[src/rtl/pll_seq_pkg.sv]
package pll_seq_pkg;

   typedef enum logic [3:0] {
      ST_IDLE,
      ST_SWR_SET,
      ST_SWR_CLR,
      ST_RAMP,
      ST_LK_SETTLE,
      ST_LK_ARM,
      ST_LK_SAMPLE,
      ST_LOCKED,
      ST_FAILED
   } seq_state_e;

   localparam int unsigned SWR_US       = 1;
   localparam int unsigned LK_SETTLE_US = 100;
   localparam int unsigned LK_ARM_US    = 100;
   localparam int unsigned LONGEST_US   = 500;

   localparam int unsigned FAST_STEPS = 4;
   localparam int unsigned SLOW_STEPS = 6;
   localparam int unsigned STEP_IDX_W = 3;

   localparam logic [7:0] LK_CODE_ARM = 8'h0C;
   localparam logic [7:0] LK_CODE_RUN = 8'h0D;

endpackage

[src/rtl/pll_ramp_rom.sv]
module pll_ramp_rom
   import pll_seq_pkg::*;
#(
   parameter int unsigned CYCLES_PER_US = 19,
   parameter int unsigned HOLD_W        = 14
) (
   input  logic                  slow_i,
   input  logic [STEP_IDX_W-1:0] idx_i,
   output logic [7:0]            code_o,
   output logic [HOLD_W-1:0]     len_o
);

   int unsigned us;

   always_comb begin
      code_o = 8'h00;
      us     = 1;
      if (!slow_i) begin
         case (idx_i)
            3'd0:    begin code_o = 8'h01; us = 1;   end
            3'd1:    begin code_o = 8'h05; us = 200; end
            3'd2:    begin code_o = 8'h07; us = 500; end
            3'd3:    begin code_o = 8'h0F; us = 500; end
            default: begin code_o = 8'h0F; us = 1;   end
         endcase
      end else begin
         case (idx_i)
            3'd0:    begin code_o = 8'h01; us = 1;   end
            3'd1:    begin code_o = 8'h05; us = 200; end
            3'd2:    begin code_o = 8'h07; us = 250; end
            3'd3:    begin code_o = 8'h05; us = 200; end
            3'd4:    begin code_o = 8'h07; us = 500; end
            3'd5:    begin code_o = 8'h0F; us = 500; end
            default: begin code_o = 8'h0F; us = 1;   end
         endcase
      end
   end

   assign len_o = HOLD_W'(us * CYCLES_PER_US - 1);

endmodule

[src/rtl/pll_hold_timer.sv]
module pll_hold_timer #(
   parameter int unsigned HOLD_W = 14
) (
   input  logic              clk,
   input  logic              rst,
   input  logic              load_i,
   input  logic [HOLD_W-1:0] load_val_i,
   output logic              expired_o
);

   logic [HOLD_W-1:0] cnt_q;

   always_ff @(posedge clk) begin
      if (rst) begin
         cnt_q <= '0;
      end else if (load_i) begin
         cnt_q <= load_val_i;
      end else if (cnt_q != '0) begin
         cnt_q <= cnt_q - 1'b1;
      end
   end

   assign expired_o = (cnt_q == '0);

   assert_count_down_R10 : assert property (@(posedge clk) disable iff (rst)
      (!load_i && cnt_q != '0) |=> (cnt_q == $past(cnt_q) - 1'b1));

   assert_load_R10 : assert property (@(posedge clk) disable iff (rst)
      load_i |=> (cnt_q == $past(load_val_i)));

endmodule

[src/rtl/pll_lock_sync.sv]
module pll_lock_sync #(
   parameter int unsigned STAGES = 2
) (
   input  logic clk,
   input  logic rst,
   input  logic async_i,
   output logic sync_o
);

   logic [STAGES-1:0] ff_q;

   generate
      if (STAGES == 1) begin : g_single
         always_ff @(posedge clk) begin
            if (rst) ff_q <= '0;
            else     ff_q <= async_i;
         end
      end else begin : g_chain
         always_ff @(posedge clk) begin
            if (rst) ff_q <= '0;
            else     ff_q <= {ff_q[STAGES-2:0], async_i};
         end
      end
   endgenerate

   assign sync_o = ff_q[STAGES-1];

endmodule

[src/rtl/pll_lock_seq.sv]
module pll_lock_seq
   import pll_seq_pkg::*;
#(
   parameter int unsigned CYCLES_PER_US = 19,
   parameter int unsigned MAX_ATTEMPTS  = 2,
   parameter int unsigned SYNC_STAGES   = 2
) (
   input  logic       clk,
   input  logic       rst,
   input  logic       start_i,
   input  logic       lock_i,
   output logic [7:0] glb_cfg_o,
   output logic [7:0] lkdet_cfg_o,
   output logic       test_rst_o,
   output logic       busy_o,
   output logic       done_o,
   output logic       fail_o
);

   localparam int unsigned HOLD_W = $clog2(LONGEST_US * CYCLES_PER_US + 1);
   localparam int unsigned ATT_W  = (MAX_ATTEMPTS > 1) ? $clog2(MAX_ATTEMPTS) : 1;
   localparam logic [ATT_W-1:0]  LAST_ATT   = ATT_W'(MAX_ATTEMPTS - 1);
   localparam logic [HOLD_W-1:0] SWR_LD     = HOLD_W'(SWR_US * CYCLES_PER_US - 1);
   localparam logic [HOLD_W-1:0] SETTLE_LD  = HOLD_W'(LK_SETTLE_US * CYCLES_PER_US - 1);
   localparam logic [HOLD_W-1:0] ARM_LD     = HOLD_W'(LK_ARM_US * CYCLES_PER_US - 1);
   localparam logic [HOLD_W-1:0] SAMPLE_LD  = HOLD_W'(SYNC_STAGES);
   localparam logic [STEP_IDX_W-1:0] FAST_LAST = STEP_IDX_W'(FAST_STEPS - 1);
   localparam logic [STEP_IDX_W-1:0] SLOW_LAST = STEP_IDX_W'(SLOW_STEPS - 1);

   generate
      if (CYCLES_PER_US < 1) begin : g_bad_cpu
         $error("CYCLES_PER_US must be at least 1");
      end
      if (MAX_ATTEMPTS < 1) begin : g_bad_att
         $error("MAX_ATTEMPTS must be at least 1");
      end
      if (SYNC_STAGES < 1) begin : g_bad_sync
         $error("SYNC_STAGES must be at least 1");
      end
   endgenerate

   seq_state_e            st_q, st_d;
   logic [STEP_IDX_W-1:0] idx_q, idx_d, rom_idx;
   logic                  slow_q, slow_d;
   logic [ATT_W-1:0]      att_q, att_d;
   logic                  adv;
   logic [HOLD_W-1:0]     ld_val;
   logic                  expired;
   logic                  lock_s;
   logic [7:0]            rom_code;
   logic [HOLD_W-1:0]     rom_len;
   logic [STEP_IDX_W-1:0] ramp_last;

   pll_lock_sync #(.STAGES(SYNC_STAGES)) u_sync (
      .clk    (clk),
      .rst    (rst),
      .async_i(lock_i),
      .sync_o (lock_s)
   );

   pll_hold_timer #(.HOLD_W(HOLD_W)) u_timer (
      .clk       (clk),
      .rst       (rst),
      .load_i    (adv),
      .load_val_i(ld_val),
      .expired_o (expired)
   );

   assign rom_idx   = (st_q == ST_RAMP) ? idx_q + 1'b1 : '0;
   assign ramp_last = slow_q ? SLOW_LAST : FAST_LAST;

   pll_ramp_rom #(.CYCLES_PER_US(CYCLES_PER_US), .HOLD_W(HOLD_W)) u_rom (
      .slow_i(slow_q),
      .idx_i (rom_idx),
      .code_o(rom_code),
      .len_o (rom_len)
   );

   always_comb begin
      st_d   = st_q;
      idx_d  = idx_q;
      slow_d = slow_q;
      att_d  = att_q;
      adv    = 1'b0;
      ld_val = '0;
      case (st_q)
         ST_IDLE, ST_LOCKED, ST_FAILED: begin
            if (start_i) begin
               adv    = 1'b1;
               st_d   = ST_SWR_SET;
               slow_d = 1'b0;
               att_d  = '0;
               ld_val = SWR_LD;
            end
         end
         ST_SWR_SET: begin
            if (expired) begin
               adv    = 1'b1;
               st_d   = ST_SWR_CLR;
               ld_val = SWR_LD;
            end
         end
         ST_SWR_CLR: begin
            if (expired) begin
               adv    = 1'b1;
               st_d   = ST_RAMP;
               idx_d  = '0;
               ld_val = rom_len;
            end
         end
         ST_RAMP: begin
            if (expired) begin
               adv = 1'b1;
               if (idx_q == ramp_last) begin
                  st_d   = ST_LK_SETTLE;
                  ld_val = SETTLE_LD;
               end else begin
                  idx_d  = rom_idx;
                  ld_val = rom_len;
               end
            end
         end
         ST_LK_SETTLE: begin
            if (expired) begin
               adv    = 1'b1;
               st_d   = ST_LK_ARM;
               ld_val = ARM_LD;
            end
         end
         ST_LK_ARM: begin
            if (expired) begin
               adv    = 1'b1;
               st_d   = ST_LK_SAMPLE;
               ld_val = SAMPLE_LD;
            end
         end
         ST_LK_SAMPLE: begin
            if (expired) begin
               adv = 1'b1;
               if (lock_s) begin
                  st_d = ST_LOCKED;
               end else if (att_q == LAST_ATT) begin
                  st_d = ST_FAILED;
               end else begin
                  st_d   = ST_SWR_SET;
                  slow_d = 1'b1;
                  att_d  = att_q + 1'b1;
                  ld_val = SWR_LD;
               end
            end
         end
         default: begin
            adv  = 1'b1;
            st_d = ST_IDLE;
         end
      endcase
   end

   always_ff @(posedge clk) begin
      if (rst) begin
         st_q        <= ST_IDLE;
         idx_q       <= '0;
         slow_q      <= 1'b0;
         att_q       <= '0;
         glb_cfg_o   <= 8'h00;
         lkdet_cfg_o <= 8'h00;
         test_rst_o  <= 1'b0;
         done_o      <= 1'b0;
         fail_o      <= 1'b0;
      end else if (adv) begin
         st_q   <= st_d;
         idx_q  <= idx_d;
         slow_q <= slow_d;
         att_q  <= att_d;
         case (st_d)
            ST_SWR_SET: begin
               test_rst_o <= 1'b1;
               if (st_q == ST_IDLE || st_q == ST_LOCKED || st_q == ST_FAILED) begin
                  glb_cfg_o   <= 8'h00;
                  lkdet_cfg_o <= 8'h00;
                  done_o      <= 1'b0;
                  fail_o      <= 1'b0;
               end
            end
            ST_SWR_CLR:   test_rst_o  <= 1'b0;
            ST_RAMP:      glb_cfg_o   <= rom_code;
            ST_LK_ARM:    lkdet_cfg_o <= LK_CODE_ARM;
            ST_LK_SAMPLE: lkdet_cfg_o <= LK_CODE_RUN;
            ST_LOCKED:    done_o      <= 1'b1;
            ST_FAILED:    fail_o      <= 1'b1;
            default: ;
         endcase
      end
   end

   assign busy_o = !(st_q == ST_IDLE || st_q == ST_LOCKED || st_q == ST_FAILED);

   assert_test_only_busy_R2 : assert property (@(posedge clk) disable iff (rst)
      test_rst_o |-> busy_o);

   assert_outcome_exclusive_R6 : assert property (@(posedge clk) disable iff (rst)
      !(done_o && fail_o));

   assert_end_not_busy_R6 : assert property (@(posedge clk) disable iff (rst)
      (done_o || fail_o) |-> !busy_o);

   assert_lkdet_legal_R4 : assert property (@(posedge clk) disable iff (rst)
      (lkdet_cfg_o == 8'h00 || lkdet_cfg_o == LK_CODE_ARM || lkdet_cfg_o == LK_CODE_RUN));

   assert_done_from_sample_R7 : assert property (@(posedge clk) disable iff (rst)
      $rose(done_o) |-> ($past(lock_s) && $past(st_q) == ST_LK_SAMPLE));

   assert_done_hold_R9 : assert property (@(posedge clk) disable iff (rst)
      (done_o && !start_i) |=> done_o);

   assert_fail_hold_R9 : assert property (@(posedge clk) disable iff (rst)
      (fail_o && !start_i) |=> fail_o);

   assert_busy_start_ignored_R8 : assert property (@(posedge clk) disable iff (rst)
      (busy_o && start_i && st_q != ST_RAMP && st_q != ST_SWR_CLR) |=> $stable(glb_cfg_o));

endmodule

[config.mk]
export PLATFORM = sky130hd
export DESIGN_NAME = pll_lock_seq
export DESIGN_NICKNAME = d
export VERILOG_FILES = /design/src/rtl/pll_seq_pkg.sv /design/src/rtl/pll_ramp_rom.sv /design/src/rtl/pll_hold_timer.sv /design/src/rtl/pll_lock_sync.sv /design/src/rtl/pll_lock_seq.sv
export SDC_FILE = /design/constraint.sdc
export NUM_CORES = 1
export LEC_CHECK = 0
export ABC_AREA = 1
export ABC_CLOCK_PERIOD_IN_PS = 4300
export BUFFER_PORTS_ARGS = -buffer_cell sky130_fd_sc_hd__buf_2
export CAP_MARGIN = 5
export CORE_MARGIN = 2
export CORE_UTILIZATION = 41
export DETAILED_ROUTE_END_ITERATION = 8
export PLACE_DENSITY = 0.59
export REMOVE_ABC_BUFFERS = 1
export SYNTH_ARGS = -nofsm -noshare
export SYNTH_HDL_FRONTEND = slang
export SYNTH_SLANG_ARGS = --single-unit
[constraint.sdc]
create_clock -name clk -period 4.3 [get_ports clk]
set_input_delay 0.43 -clock clk [delete_from_list [all_inputs] [get_ports clk]]
set_output_delay 0.43 -clock clk [all_outputs]
set_load 0.005 [all_outputs]
**Word level (Yosys, flattened, before mapping)**

Cells that the tools add are included.

- Word-level logic and storage cells: 129
- Input bits: 4
- Bits in registers: 44
- Output and inout bits: 20

- Equality and inequality tests: 29
- $add $sub $neg: 4
- Multiply operators: 1
- Muxes and demuxes: 55
- Reductions and logical operators: 29

Operators by type and width:

| cell | number |
|---|---|
| $pmux W14 S7 | 1 |
| $mux W14 | 5 |
| $mux W4 | 10 |
| $mul A32 B5 Y14 const B | 1 |
| $mux W32 | 1 |
| $eq A4 B3 Y1 const B | 7 |
| $pmux W4 S7 | 1 |
| $sub A14 B1 Y14 const B | 2 |
| $pmux W9 S3 | 1 |
| $mux W5 | 5 |
| $pmux W4 S3 | 2 |
| $pmux W8 S3 | 1 |
| $pmux W9 S2 | 1 |
| $eq A4 B2 Y1 const B | 4 |
| $mux W8 | 2 |
| $ne A2 B2 Y1 const B | 8 |
| $pmux W8 S2 | 1 |
| $mux W3 | 5 |
| $logic_not A14 Y1 | 1 |
| $reduce_bool A14 Y1 | 1 |
| $reduce_bool A2 Y1 | 7 |
| $pmux W1 S2 | 6 |
| $reduce_and A3 Y1 | 4 |
| $mux W11 | 1 |
| 22 further kinds | 40 |

**Logic depth before layout (Yosys ltp)**

Gate-level depths: netlist of the first run.

- Depth in word-level cells: 12
- Depth in mapped cells: 26
- Gate-level depth less buffers: 26

**Hierarchy**

Synthesis of the first run repeated with hierarchy kept, for this count alone.

- Cell total of the unflattened synthesis: 626
- Area, all modules: 3920.0 um^2

By module, submodules not included:

| module | cells an instance | area an instance (um^2) | times used |
|---|---|---|---|
| pll_lock_seq | 255 | 1567.8 | 1 |
| pll_ramp_rom | 207 | 1293.7 | 1 |
| pll_hold_timer | 158 | 1003.5 | 1 |
| pll_lock_sync | 6 | 55.1 | 1 |

**Worst setup path before layout of the first run**

OpenSTA, ideal clock, no wires.

- Path type: register -> register
- Start: register idx_q[0]
- End: register u_timer.cnt_q[13]
- Setup slack: -0.107 ns
- Period minus slack after synthesis: 4.407 ns
- Data required time: 4.230 ns
- Stages on the path, launching flop included: 22
- Data arrival time: 4.337 ns
- Path buffers: 0
- Cell sequence: dfxtp_1 ha_1 inv_1 nand2_1 nand2_1 nand2_2 o32ai_2 nor2_1 inv_1 ha_1 inv_1 fa_1 fa_1 inv_1 fa_1 inv_1 o21ai_0 a211oi_1 nand2_1 nand2_1 nand3_1 a21oi_1

- Longest elaborated chain between the ends: 12
- Elaborated cells on any way between the ends: 21

RTL lines:

| what | line | source |
|---|---|---|
| from (decl) | pll_lock_seq.sv:43 | `logic [STEP_IDX_W-1:0] idx_q, idx_d, rom_idx;` |
| from (signal assigned) | pll_lock_seq.sv:172 | `idx_q <= idx_d;` |
| $add A3 B1 Y3 | pll_lock_seq.sv:69 | `assign rom_idx = (st_q == ST_RAMP) ? idx_q + 1'b1 : '0;` |
| $mux W3 | pll_lock_seq.sv:69 |  |
| $eq A3 B3 Y1 (tied with other cells) | pll_ramp_rom.sv:27 | `case (idx_i)` |
| $reduce_or A2 Y1 (no source line) | n/a |  |
| $pmux W9 S3 or $pmux W9 S2 (tied branches) | pll_ramp_rom.sv:27, pll_ramp_rom.sv:19 |  |
| $mux W32 | pll_ramp_rom.sv:18 | `if (!slow_i) begin` |
| $mul A32 B5 Y14 | pll_ramp_rom.sv:39 | `assign len_o = HOLD_W'(us * CYCLES_PER_US - 1);` |
| $sub A14 B1 Y14 | pll_ramp_rom.sv:39 |  |
| $mux W14 | pll_lock_seq.sv:114 | `if (idx_q == ramp_last) begin` |
| $mux W14 | pll_lock_seq.sv:112 | `if (expired) begin` |
| $pmux W14 S7 (*) | pll_lock_seq.sv:86 | `case (st_q)` |
| $mux W14 (*) | pll_hold_timer.sv:16 | `end else if (load_i) begin` |
| to (signal assigned) | pll_hold_timer.sv:17 | `cnt_q <= load_val_i;` |
| to (signal assigned) | pll_hold_timer.sv:19 | `cnt_q <= cnt_q - 1'b1;` |
| to (decl) | pll_hold_timer.sv:11 | `logic [HOLD_W-1:0] cnt_q;` |

Mark *: on every way between the ends. The rest lies on a longest branch, timed or not.
A chain may end at the register's enable or synchronous reset.

**Final worst setup path of the first run**

Same ends and word-level chain as after synthesis.

==> impl_metrics.yaml, run 1 <==
setup_path:
  crit_path_max_fanout: 8
  cp-start-kind: "flop"
  critPathSlowestCell: "fa_1"
  critPathRequiredTime_ns: 4.52
  crit_buf_inv: 4
  r2r-start: "idx_q[0]"
  path_delay_family: "adder cells"
  cp-end-kind: "flop"
  cpPeakStageDelay_ns: 0.51
  crit_type: "reg2reg"
  crit_path_cell_trace: "ha_2 -> inv_1 -> nand2_1 -> nand2_1 -> nand2_4 -> nand3_1 -> o211ai_1 -> nand2_1 -> ha_1 -> inv_1 -> fa_1 -> fa_1 -> inv_1 -> fa_1 -> inv_1 -> o21ai_1 -> a211oi_2 -> nand2_1 -> nand2_1 -> nand3_1 -> a21oi_1"
  crit_path_frequent_cell: "nand2_1"
  arrival_ns: 4.22
  startpoint: "idx_q[0]"
synthesis:
  ys_seq_area_frac: 0.205
  ys_types: 43
  synth_xor_xnor_area_share: 0.0184
  synth_simple_gate_area_frac: 0.335
  syn_area_per_cell_um2: 6.56
  synth_top_family_by_area: "simple AND/OR/NAND/NOR gates"
  ys_ff_latch: 34
  synth_adder_area_share: 0.164
  ys_warn_count: 0
  synth-compound-area-share: 0.136
  synthMuxAreaShare: 0
  synth_cells: 507
  netlist_area_mm2: 0.00333
detailed_routing:
  wl_met1_um: 4020
  wl_um: 8200
  highest_layer: "met4"
  drtIter0Drc: 186
  wl_met2_um: 3630
  ant_nets: 0
  drc_errors: 0
  wl_per_cell_um: 12.9
  dr.pass1.iters: 6
  via_count: 3172
  vias_per_cell: 4.99
  wl_met3_um: 367
placed_design:
  io_buffers: 14
  hpwl_um: 6540
  place_congestion: 0.967
  placed_area_mm2: 0.00353
finish:
  nets: 574
  finish.instance_area_mm2: 0.00366
  utilization: 0.469
  syn2layout_area_growth_pct: 10.1
  antenna_cells: 0
  post_route_cells_drive_above_1_share: 0.137
pwr:
  peakVddDrop_mv: 0.291
  p_per_area_mw_per_mm2: 504
  p_leak_uw: 0.00197
min_path:
  hold_class: "in2reg"
  hold_path.startpoint: "lock_i"
timing:
  fmax_ghz: 0.250
  setup-violations-final: 0
  fin_crit_sh: 0.931
  skew_ns: 0.00396
  worst_pin_slew_ns: 0.703
  slew-limit-headroom: 0.532
  holdWs_ns: 0.344
  hold_violations: 0
  slew_viol_final: 0
  min_period_ns: 4.00
clock_tree:
  ctsHoldBuffers: 0
  tritoncts: "yes"
  clk-insertion-delay-late_ns: 0.28
  clk_pin_slew_ns: 0.07
  cts_made_buffers: 5
  clock_sinks: 34
  root_buffer: "clkbuf_8"
  cts_buffer_depth: 2
  htree_levels: 2
grt:
  grt_antenna_before_repair: 0
  grt_pass1_vias: 2940
  grt_max_degree: 18
  grt_overflow: 0
  grt_pass1_wl_um: 13700
  grt_usage: 0.195
floorplan:
  rows: 32
  start_util: 0.426
  die-area_mm2: 0.00885
  core_mm2: 0.00781
  die_x_um: 94.1
  fp.dieH_um: 94.1
  ios: 24
status:
  run_status: "completed"
job:
  drv_cap: 0
## kinds of logic (layout without fill, tap and decap cells)
kind of cell / count (synthesis) / in the layout
AOI/OAI and AO/OA: 77 / 77
xor gates and xnor gates: 7 / 7
adders and majority gates: 37 / 37
buffers and inverters: 113 / 132
DFF: 34 / 34
other: 1 / 9
and+or+nand+nor: 238 / 238
## cells in the mapped netlist (all sizes together)
cell,count,area [µm²]
nor2,61,277
or2,1,6.26
fa,11,220
a21oi,38,194
dfxtp,34,681
a41oi,1,8.76
a31oi,1,6.26
o31ai,4,30.0
o21bai,1,7.51
o32ai,3,33.8
clkbuf,1,3.75
a21o,1,7.51
o21ai,22,118
buf,13,92.6
conb,1,3.75
inv,98,368
a21boi,1,7.51
nand2,118,498
a221oi,1,8.76
xnor2,2,17.5
nor3,6,40.0
clkinv,1,3.75
nand3b,3,22.5
xor2,5,43.8
nand3,45,240
ha,26,325
o211ai,3,22.5
a211oi,1,7.51
nand4,4,31.3
## cell type report
| cell class | count | area [µm²] |
|---|---|---|
| clock buffer | 7 | 86.3 |
| clock inverter | 1 | 5.00 |
| fill | 806 | 4150 |
| inverter | 99 | 372 |
| multi-input combinational | 368 | 2230 |
| sequential | 34 | 687 |
| tap | 102 | 128 |
| timing repair buffer | 25 | 153 |
## routing by layer
metal,track usage,vias to the layer above
met1,0.272,1411
li1,-,1647
met4,0.0568,0
met5,0,-
met3,0.0281,18
met2,0.314,96
## per-stage QoR
step	setup TNS (ns)	std cells	total power (µW)	setup WS, ns
2_1_floorplan	-0.124	501	1310	-0.124
3_3_place_gp	0	627	1570	0.294
3_5_place_dp	0	627	1570	0.165
4_1_cts	0	635	1820	0.134
5_1_grt	-0.0567	636	2040	-0.0567
6_report	0	636	1850	0.298
## power breakdown
group	switching, µW	internal, µW	total (µW)
combinational	759	389	1150
clock	118	129	247
sequential	62.6	387	450
total	939	906	1850
## worst reg2reg max path: cells and delay by family (launching register included)
| kind | cells | cell delay, ns |
|---|---|---|
| fa+ha+maj | 5 | 1.84 |
| simple gates | 8 | 0.75 |
| compound gates | 4 | 0.69 |
| flops | 1 | 0.37 |
| buf+inv | 4 | 0.29 |
## worst paths after layout
check / slack, ns / endpoint / cells after the start
worst max register to register: 0.30 / u_timer.cnt_q[13] / 21
worst min-delay path: 0.34 / u_sync.ff_q[0] / 3
worst max-delay path: 0.30 / u_timer.cnt_q[13] / 21
worst min register to register: 0.41 / u_sync.ff_q[1] / 2
## timing repair
item                                    CTS  global route
setup buffers                             0             1
endpoints found under the setup margin    0             6
gates resized for setup                   0            11
## flip-flops by register name, indices dropped and copies added (netlist names)
signal / flops
u_timer.cnt_q: 14
glb_cfg_o: 4
st_q: 4
idx_q: 3
lkdet_cfg_o: 2
u_sync.ff_q: 2
att_q: 1
done_o: 1
fail_o: 1
slow_q: 1
test_rst_o: 1
## cells in the final DEF (no fill, tap or decap), types with 5 or more instances in the layout
cell	n
buf_4	11
fa_1	11
o21ai_0	17
nor2_1	54
ha_1	25
xor2_1	5
nand2_4	6
dfxtp_1	31
inv_1	94
conb_1	9
nand2_2	6
nand3_1	41
nand2_1	106
buf_2	14
clkbuf_8	6
a21oi_1	36
Power figures use the tool's default switching activity.
==> run 2: changes to the inputs <==
SYNTH_HIERARCHICAL = 1   (was default)
==> run 2 against run 1 <==
Count of clock-buffer cells in the layout shrank 1. Critical endpoint is now u_timer/cnt_q[12]. Cell count rose by 27%. Flip-flop and latch count up 4. First-iteration DRC count is 9.1% lower. Die area is 17% higher. Largest power group unchanged. Total power increased by 62%. Critical path type unchanged.
==> impl_metrics.yaml, run 2 <==
synthesis:
  async_reset_ff_frac: 0
  synth_area_leaders: "dfxtp_1 19%, nand2_1 15%, inv_1 11%"
  synth_cells: 626
  synth_common_cells: "161 x nand2_1, 120 x inv_1, 68 x nor2_1"
  ys_ff_latch: 38
  synth_top_area_frac: 0.194
  netlist_area_mm2: 0.00392
  ys_warn_count: 6
  ys_seq_area_frac: 0.194
  ys_types: 39
  post-synth-top-count-cell: "nand2_1"
  synth-main-ff-cell: "dfxtp_1"
  yosys.area.top_type: "dfxtp_1"
  synth_edf_count: 0
  syn_area_per_cell_um2: 6.26
placed_design:
  io_buffers: 18
  placed_area_mm2: 0.00433
  place_congestion: 0.834
  hpwl_um: 7580
setup_path:
  crit_path_frequent_cell: "inv_2"
  crit_path_cell_trace: "ha_2 -> or2_4 -> a21oi_4 -> inv_2 -> a21oi_2 -> inv_2 -> nand2_4 -> inv_4 -> ha_4 -> inv_2 -> fa_1 -> fa_1 -> inv_1 -> ha_4 -> nand2_2 -> nor2_2 -> nand3_1 -> nand4_1 -> nand2_1 -> nor3b_1 -> or2_2 -> nand2_1 -> nor2_2"
  path_delay_family: "adder cells"
  crit_type: "reg2reg"
  cp-end-kind: "flop"
  crit_path_max_fanout: 4
  critPathSlowestCell: "fa_1"
  arrival_ns: 4.31
  critPathRequiredTime_ns: 4.49
  cp-start-kind: "flop"
  cpPeakStageDelay_ns: 0.51
  crit_buf_inv: 5
floorplan:
  fp.dieH_um: 102
  rows: 35
  start_util: 0.424
  die_x_um: 102
  ios: 24
  die-area_mm2: 0.0104
  core_mm2: 0.00924
detailed_routing:
  drc_errors: 0
  wl_per_cell_um: 11.6
  via_count: 3752
  vias_per_cell: 4.63
  ant_nets: 0
  drtIter0Drc: 169
  wl_um: 9390
  dr.pass1.iters: 5
pwr:
  p_total_uw: 2980
  peakVddDrop_mv: 0.319
  p_per_area_mw_per_mm2: 630
  p_leak_uw: 0.00243
clock_tree:
  clock_sinks: 38
  clk_pin_slew_ns: 0.08
  htree_levels: 2
  cts_buffer_depth: 2
  clk-insertion-delay-late_ns: 0.29
  cts_made_buffers: 5
  ctsHoldBuffers: 0
  tritoncts: "yes"
  root_buffer: "clkbuf_8"
finish:
  final_common_cell: "nand2_1"
  regMostFlops: "u_timer/cnt_q"
  largest_reg_flops: 14
  mostFrequentLayoutCells: "146 x nand2_1, 110 x inv_1, 61 x nor2_1"
  antenna_cells: 0
  top_regs: "u_timer/cnt_q (14), glb_cfg_o (8), st_q (4)"
  post_route_cells_drive_above_1_share: 0.261
  finish.instance_area_mm2: 0.00473
  syn2layout_area_growth_pct: 20.7
  nets: 723
timing:
  fin_tns_setup_ns: 0
  worst_pin_slew_ns: 0.636
  skew_ns: 0.00539
  fmax_ghz: 0.243
  fin_crit_sh: 0.959
  hold_violations: 0
  slew_viol_final: 0
  setup-violations-final: 0
  slew-limit-headroom: 0.572
  min_period_ns: 4.12
grt:
  grt_pass1_wl_um: 15900
  grt_usage: 0.190
  grt_antenna_before_repair: 0
  grt_pass1_vias: 3639
  grt_max_degree: 21
  grt_overflow: 0
job:
  drv_cap: 0
min_path:
  hold_class: "in2reg"
status:
  run_status: "completed"
[run 2: cell types whose count changed in the layout (fill, tap and decap cells not counted), moves of 6 or more]
cell     delta
dfxtp_1     +6
ha_4        +7
buf_4      +29
nand2_1    +40
ha_1        -6
a21oi_1    -17
nor2_2     +15
nor2_1      +7
nand2_2    +13
nand4_1     +8
inv_1      +16
nor2_4      +7
inv_2      +13
[run 2: worst paths after layout]
path / from / end / slack [ns] / cells after the start
min: lock_i / u_sync/ff_q[0] / 0.35 / 3
max reg2reg: idx_q[1] / u_timer/cnt_q[12] / 0.18 / 23
max: idx_q[1] / u_timer/cnt_q[12] / 0.18 / 23
min reg2reg: u_sync/ff_q[0] / u_sync/ff_q[1] / 0.42 / 2
[run 2: report_power, final]
part / internal, µW / total, µW / switching, µW
clock network: 129 / 254 / 125
logic: 792 / 2150 / 1360
registers: 481 / 575 / 93.9
[run 2: cells by family after synthesis]
group / Yosys count / share of synthesized area
flip-flops: 38 / 0.194
AO/OA/AOI/OAI: 50 / 0.0728
buffers and inverters: 148 / 0.156
XOR/XNOR: 7 / 0.0156
AND/OR/NAND/NOR: 341 / 0.411
other: 3 / 0.00287
adder cells (fa/ha/maj): 39 / 0.147
[run 2: cell type report]
class | count | area (µm²)
Inverter | 129 | 489
Clock buffer | 6 | 82.6
Tap cell | 129 | 161
Timing Repair Buffer | 59 | 402
Fill cell | 952 | 4510
Clock inverter | 2 | 12.5
Multi-Input combinational cell | 447 | 2820
Sequential cell | 38 | 762
[run 2: what timing repair did]
| action | 4_1_cts | 5_1_grt |
|---|---|---|
| gates resized for setup | 21 | 47 |
| pin swaps | 5 | 24 |
| endpoints found under the setup margin | 8 | 9 |
| buffers inserted | 1 | 5 |
[run 2: per-stage QoR]
step / setup slack [ns] / std cells / hold slack (ns) / util
2_1_floorplan: -0.248 / 614 / 0.388 / -
3_3_place_gp: -0.147 / 796 / 0.402 / 0.469
3_5_place_dp: -0.227 / 796 / 0.406 / 0.469
4_1_cts: 0.00792 / 805 / 0.340 / 0.489
5_1_grt: -0.0480 / 810 / 0.353 / 0.512
6_report: 0.178 / 810 / 0.348 / 0.512
[run 2: worst reg2reg max path: stages, from the launching register on]
cell     delay, ns
dfxtp_2       0.34
ha_2          0.17
or2_4         0.24
a21oi_4       0.17
inv_2         0.06
a21oi_2       0.14
inv_2         0.08
nand2_4       0.07
inv_4         0.05
ha_4          0.25
inv_2         0.04
fa_1          0.50
fa_1          0.51
inv_1         0.06
ha_4          0.31
nand2_2       0.08
nor2_2        0.10
nand3_1       0.10
nand4_1       0.11
nand2_1       0.07
nor3b_1       0.14
or2_2         0.31
nand2_1       0.08
nor2_2        0.03
[run 2: routing by layer]
layer / GRT usage / share of wire / up-vias
li1: - / - / 1999
met1: 0.231 / 0.46 / 1697
met2: 0.356 / 0.51 / 45
met3: 0.0248 / 0.025 / 11
met4: 0.0353 / 0.0097 / 0
met5: 0 / 0 / -
